**config.mk**
```make
export PLATFORM = sky130hd
export DESIGN_NAME = bus_ratio_div
export DESIGN_NICKNAME = d
export VERILOG_FILES = /design/src/rtl/bus_ratio_div_pkg.sv /design/src/rtl/ratio_cfg_reg.sv /design/src/rtl/ratio_phase_ctr.sv /design/src/rtl/ratio_lane_gen.sv /design/src/rtl/bus_ratio_div.sv
export SDC_FILE = /design/constraint.sdc
export NUM_CORES = 1
export LEC_CHECK = 0
export BUFFER_PORTS_ARGS = -buffer_cell sky130_fd_sc_hd__buf_2
export CORE_AREA = 2 2 39 41
export DETAILED_ROUTE_END_ITERATION = 10
export DIE_AREA = 0 0 41 43
export PLACE_DENSITY_LB_ADDON = 0.25
export SLEW_MARGIN = 15
export SYNTH_ARGS = -nofsm -noshare
export SYNTH_HDL_FRONTEND = slang
export SYNTH_SLANG_ARGS = --single-unit
```
**constraint.sdc**
```tcl
create_clock -name clk -period 2.2 [get_ports clk]
set_clock_uncertainty 0.05 [all_clocks]
set_input_delay 0.11 -clock clk [delete_from_list [all_inputs] [get_ports clk]]
set_output_delay 0.11 -clock clk [all_outputs]
set_load 0.1 [all_outputs]
```
**src/rtl/bus_ratio_div_pkg.sv**
```systemverilog
package bus_ratio_div_pkg;

    // Lane roles, index into the enable vector and the register fields
    typedef enum int unsigned {
        LANE_CPU = 0,
        LANE_XBAR = 1,
        LANE_PBUS = 2
    } lane_id_e;

    localparam int unsigned DEF_LANES   = 3;
    localparam int unsigned DEF_FIELD_W = 2;
    localparam int unsigned DEF_FLOOR   = 32'(LANE_PBUS);

    // Mask of phase bits that must be zero for an enable at code c
    function automatic int unsigned ratio_mask(input int unsigned code);
        return (32'd1 << code) - 32'd1;
    endfunction

endpackage

```
**src/rtl/ratio_cfg_reg.sv**
```systemverilog
module ratio_cfg_reg
    import bus_ratio_div_pkg::*;
#(
    parameter int unsigned LANES      = DEF_LANES,
    parameter int unsigned FIELD_W    = DEF_FIELD_W,
    parameter int unsigned FLOOR_LANE = DEF_FLOOR,
    localparam int unsigned REG_W     = LANES * FIELD_W
) (
    input  logic             clk,
    input  logic             rst_n,
    input  logic             wr_en,
    input  logic [REG_W-1:0] wr_data,
    output logic [REG_W-1:0] cfg_o
);

    typedef struct packed {
        logic [REG_W-1:0] cfg;
    } cfg_state_t;

    cfg_state_t st_d, st_q;
    logic [REG_W-1:0] legal_w;

    // Field legalization: the floor lane may not take code zero
    always_comb begin
        legal_w = wr_data;
        for (int l = 0; l < LANES; l++) begin
            if (l == FLOOR_LANE && wr_data[l*FIELD_W +: FIELD_W] == '0) begin
                legal_w[l*FIELD_W +: FIELD_W] = FIELD_W'(1);
            end
        end
    end

    always_comb begin
        st_d = st_q;
        if (wr_en) begin
            st_d.cfg = legal_w;
        end
    end

    always_ff @(posedge clk) begin
        if (!rst_n) begin
            st_q.cfg <= '1;
        end else begin
            st_q <= st_d;
        end
    end

    assign cfg_o = st_q.cfg;

    AST_FLOOR_NOT_DIV1: assert property (@(posedge clk) disable iff (!rst_n)
        cfg_o[FLOOR_LANE*FIELD_W +: FIELD_W] != '0);

    AST_HOLD_WITHOUT_WRITE: assert property (@(posedge clk) disable iff (!rst_n)
        !wr_en |=> $stable(cfg_o));

endmodule

```
**src/rtl/ratio_phase_ctr.sv**
```systemverilog
module ratio_phase_ctr #(
    parameter int unsigned CTR_W = 3
) (
    input  logic             clk,
    input  logic             rst_n,
    output logic [CTR_W-1:0] phase_o,
    output logic             last_o,
    output logic             zero_o
);

    typedef struct packed {
        logic [CTR_W-1:0] phase;
    } ctr_state_t;

    ctr_state_t st_d, st_q;

    always_comb begin
        st_d       = st_q;
        st_d.phase = st_q.phase + CTR_W'(1);
    end

    always_ff @(posedge clk) begin
        if (!rst_n) begin
            st_q.phase <= '0;
        end else begin
            st_q <= st_d;
        end
    end

    assign phase_o = st_q.phase;
    assign last_o  = (st_q.phase == '1);
    assign zero_o  = (st_q.phase == '0);

    AST_WRAP_TO_ZERO: assert property (@(posedge clk) disable iff (!rst_n)
        last_o |=> zero_o);

endmodule

```
**src/rtl/ratio_lane_gen.sv**
```systemverilog
module ratio_lane_gen
    import bus_ratio_div_pkg::*;
#(
    parameter int unsigned LANES   = DEF_LANES,
    parameter int unsigned FIELD_W = DEF_FIELD_W,
    localparam int unsigned CTR_W  = (1 << FIELD_W) - 1,
    localparam int unsigned REG_W  = LANES * FIELD_W
) (
    input  logic             clk,
    input  logic             rst_n,
    input  logic [CTR_W-1:0] phase_i,
    input  logic             last_i,
    input  logic [REG_W-1:0] cfg_i,
    output logic [LANES-1:0] en_o
);

    typedef struct packed {
        logic [REG_W-1:0] act;
    } lane_state_t;

    lane_state_t st_d, st_q;

    // Active ratios are reloaded only on the last phase of a period
    always_comb begin
        st_d = st_q;
        if (last_i) begin
            st_d.act = cfg_i;
        end
    end

    always_ff @(posedge clk) begin
        if (!rst_n) begin
            st_q.act <= '1;
        end else begin
            st_q <= st_d;
        end
    end

    for (genvar g = 0; g < LANES; g++) begin : g_lane
        logic [FIELD_W-1:0] code_w;
        logic [CTR_W-1:0]   mask_w;
        assign code_w  = st_q.act[g*FIELD_W +: FIELD_W];
        assign mask_w  = CTR_W'(ratio_mask(32'(code_w)));
        assign en_o[g] = ((phase_i & mask_w) == '0);
    end

    AST_ACTIVE_HELD_MIDPERIOD: assert property (@(posedge clk) disable iff (!rst_n)
        !last_i |=> $stable(st_q.act));

    for (genvar i = 0; i < LANES; i++) begin : g_nest_i
        for (genvar j = 0; j < LANES; j++) begin : g_nest_j
            if (i != j) begin : g_pair
                AST_SLOW_IMPLIES_FAST: assert property (@(posedge clk) disable iff (!rst_n)
                    (st_q.act[i*FIELD_W +: FIELD_W] <= st_q.act[j*FIELD_W +: FIELD_W]) && en_o[j]
                    |-> en_o[i]);
            end
        end
    end

endmodule

```
**src/rtl/bus_ratio_div.sv**
```systemverilog
module bus_ratio_div
    import bus_ratio_div_pkg::*;
#(
    parameter int unsigned LANES      = DEF_LANES,
    parameter int unsigned FIELD_W    = DEF_FIELD_W,
    parameter int unsigned FLOOR_LANE = DEF_FLOOR,
    localparam int unsigned CTR_W     = (1 << FIELD_W) - 1,
    localparam int unsigned REG_W     = LANES * FIELD_W
) (
    input  logic             clk,
    input  logic             rst_n,
    input  logic             wr_en,
    input  logic [REG_W-1:0] wr_data,
    output logic [REG_W-1:0] cfg_rdata,
    output logic [LANES-1:0] lane_en
);

    logic [REG_W-1:0] cfg_w;
    logic [CTR_W-1:0] phase_w;
    logic             last_w;
    logic             zero_w;

    ratio_cfg_reg #(
        .LANES      (LANES),
        .FIELD_W    (FIELD_W),
        .FLOOR_LANE (FLOOR_LANE)
    ) u_cfg (
        .clk     (clk),
        .rst_n   (rst_n),
        .wr_en   (wr_en),
        .wr_data (wr_data),
        .cfg_o   (cfg_w)
    );

    ratio_phase_ctr #(
        .CTR_W (CTR_W)
    ) u_phase (
        .clk     (clk),
        .rst_n   (rst_n),
        .phase_o (phase_w),
        .last_o  (last_w),
        .zero_o  (zero_w)
    );

    ratio_lane_gen #(
        .LANES   (LANES),
        .FIELD_W (FIELD_W)
    ) u_lanes (
        .clk     (clk),
        .rst_n   (rst_n),
        .phase_i (phase_w),
        .last_i  (last_w),
        .cfg_i   (cfg_w),
        .en_o    (lane_en)
    );

    assign cfg_rdata = cfg_w;

    AST_ALL_ON_AT_ZERO: assert property (@(posedge clk) disable iff (!rst_n)
        zero_w |-> (&lane_en));

endmodule

```
==> results.sh <==
export IMPL_max_freq_mhz=590
export IMPL_viasPerCell=4.77
export IMPL_seq_power_share_pct=47.4
export IMPL_place_gp_congestion=0.684
export IMPL_power_leakage_nw=0.344
export IMPL_critPathKind="register to output pin"
export IMPL_critPathLaunchType="register"
export IMPL_synth_mux_area_share_pct=18.2
export IMPL_ioPinCount=18
export IMPL_path_max_fanout=6
export IMPL_wl_mm=1.08
export IMPL_portBuffers=17
export IMPL_setup_ws_ns=0.506
export IMPL_syn_num_nets=66
export IMPL_wl_per_cell_um=11.6
export IMPL_cts_root_buf="clkbuf_4"
export IMPL_antenna_left=0
export IMPL_period_needed_ns=1.69
export IMPL_p_switching_w=0.000220
export IMPL_clock_path_buffers=2
export IMPL_slew_headroom_pct=67.6
export IMPL_start_util_pct=43.7
export IMPL_finalCoreUtilization_pct=54.9
export IMPL_drtIter0Drc=5
export IMPL_cts_htree_levels=1
export IMPL_synth_simple_gate_area_share_pct=13.9
export IMPL_finalMaxSlewViolations=0
export IMPL_crit_path_end_kind="output pin"
export IMPL_dp_cells=85
export IMPL_grt_max_degree=16
export IMPL_synthXorXnorAreaFrac_pct=0
export IMPL_layout_nets=89
export IMPL_hp_class="primary input to register"
export IMPL_dr_pass1_iters=2
export IMPL_vias=444
export IMPL_ir_drop_v=0.000398
export IMPL_grt_usage_pct=15.1
export IMPL_synthAdderAreaFrac_pct=4.14
export IMPL_worst_pin_slew_ns=0.489
export IMPL_chipHeight_um=43
export IMPL_cap_violations=0
export IMPL_setup_viol=0
export IMPL_drive_gt1_share_pct=36.4
export IMPL_dp_slack_ns=0.790
export IMPL_drcViolationCount=0
export IMPL_overflow=0
export IMPL_area_delta_synth_final_pct=25.7
export IMPL_nFillCells=135
export IMPL_grt_pass1_wl_mm=1.77
export IMPL_p_comb_share_pct=27.6
export IMPL_hold_viol_final=0
export IMPL_syn_avg_cell_area_um2=11.0
export IMPL_clock_sinks=15
export IMPL_ys_ff_latch=15
export IMPL_synth_top_family_by_area="multiplexers"
export IMPL_crit_arrival_ns=1.53
export IMPL_final_cells=93
export IMPL_outcome="finished clean"
export IMPL_p_per_area_nw_per_um2=811
export IMPL_rsz0062_at_grt="no"
export IMPL_worstSkewPairLatency_ns=0.28
export IMPL_die_area_um2=1760
export IMPL_crit_required_ns=2.04
export IMPL_syn_area_um2=604
export IMPL_swShare_pct=35.7
export IMPL_numCtsBuffers=3
export IMPL_num_rows=14
export IMPL_fp_dieW_um=41
export IMPL_fin_tns_setup_ns=0
export IMPL_netlist_instances=55
export IMPL_clockPowerShare_pct=25.0
export IMPL_cts_tree="done"
export IMPL_grt_pass1_vias=414
export IMPL_yosysWarnings=0
export IMPL_finalCritPeriodShare_pct=77.0
export IMPL_antenna_found_initial=0
export IMPL_synth_compound_area_share_pct=10.6
export IMPL_clk_pin_slew_ns=0.09
export IMPL_fin_hold_ws_ns=0.00838
export IMPL_p_int_w=0.000396
export IMPL_ys_types=15
export IMPL_diodes=0
export IMPL_fp_coreArea_um2=1380
export IMPL_dp_hpwl_um=771
export IMPL_r2r_slack_ns=0.77
export IMPL_ys_seq_area_share_pct=49.7
export IMPL_post_cts_buffers=0
==> kinds of logic after synthesis <==
| kind of cell | after synthesis |
|---|---|
| AOI/OAI and AO/OA | 7 |
| adders and majority gates | 2 |
| buffers and inverters | 3 |
| DFF | 15 |
| muxes | 11 |
| and+or+nand+nor | 17 |
==> path summary, 6_finish.rpt <==
path	start	end	depth (start not counted)
setup / recovery	u_phase.phase_o[0]	lane_en[2]	3
hold / removal	wr_data[5]	u_cfg.cfg_o[5]	3
setup reg to reg	u_phase.phase_o[0]	u_lanes.st_q[4]	4
hold reg to reg	u_lanes.st_q[2]	u_lanes.st_q[2]	2
==> power by group through the flow <==
stage	registers, W	logic [W]	clock network, W
after floorplan	0.000340	0.0000977	0
after global placement	0.000297	0.000166	0
after detailed placement	0.000298	0.000165	0
after CTS	0.000292	0.000171	0.000159
after global routing	0.000293	0.000178	0.000168
final	0.000292	0.000170	0.000154
==> registers in the layout (all words and copies together) (netlist names) <==
signal and cells:
u_cfg.cfg_o 6, u_lanes.st_q 6, u_phase.phase_o 3
==> cell type report <==
class                      count  area, um2  share of cell area (%)
timing repair buffer          21        125                    16.5
tap                           16       20.0                    2.64
multi-input combinational     37        288                    37.9
sequential                    15        300                    39.5
clock buffer                   4       26.3                    3.46
==> layout by cell type, fill, tap and decap left out, types with 2 or more instances in the layout <==
master / count
a21o_2: 3
a22oi_2: 3
and2_1: 2
buf_2: 17
clkbuf_4: 3
dfxtp_1: 15
dlygate4sd3_1: 4
ha_1: 2
mux2i_1: 11
nand2_1: 11
==> stage by stage <==
step	total power (W)	cell area, um2
5_1_grt	0.000640	759
4_1_cts	0.000622	759
6_report	0.000616	759
2_1_floorplan	0.000438	609
3_3_place_gp	0.000463	693
3_5_place_dp	0.000463	693
==> repair_timing <==
action	in CTS	in global routing
hold buffers	4	0
hold endpoints to repair	4	0
resized for setup	0	0
==> Yosys cell counts <==
cell,n,area share [%]
a21o_2,3,4.3
a22oi_1,1,1.2
a22oi_2,2,4.1
and2_1,2,2.1
and2b_2,1,1.4
and3b_1,1,1.4
buf_2,2,1.7
buf_6,1,1.9
dfxtp_1,15,50
ha_1,2,4.1
mux2i_1,11,18
nand2_1,11,6.8
nor2_1,1,0.62
o21ai_1,1,0.83
or2_4,1,1.4
==> per-layer routing <==
layer	GRT usage, %	wire length, um
met1	20.9	527
met2	20.3	494
met3	3.14	40
met4	10.0	19
met5	0	0
==> critical path: stages (launching register included) <==
cell and delay, ns:
dfxtp_1 0.37, or2_4 0.27, a22oi_2 0.17, buf_2 0.44
Note: power is estimated with default switching activity, not from simulation.
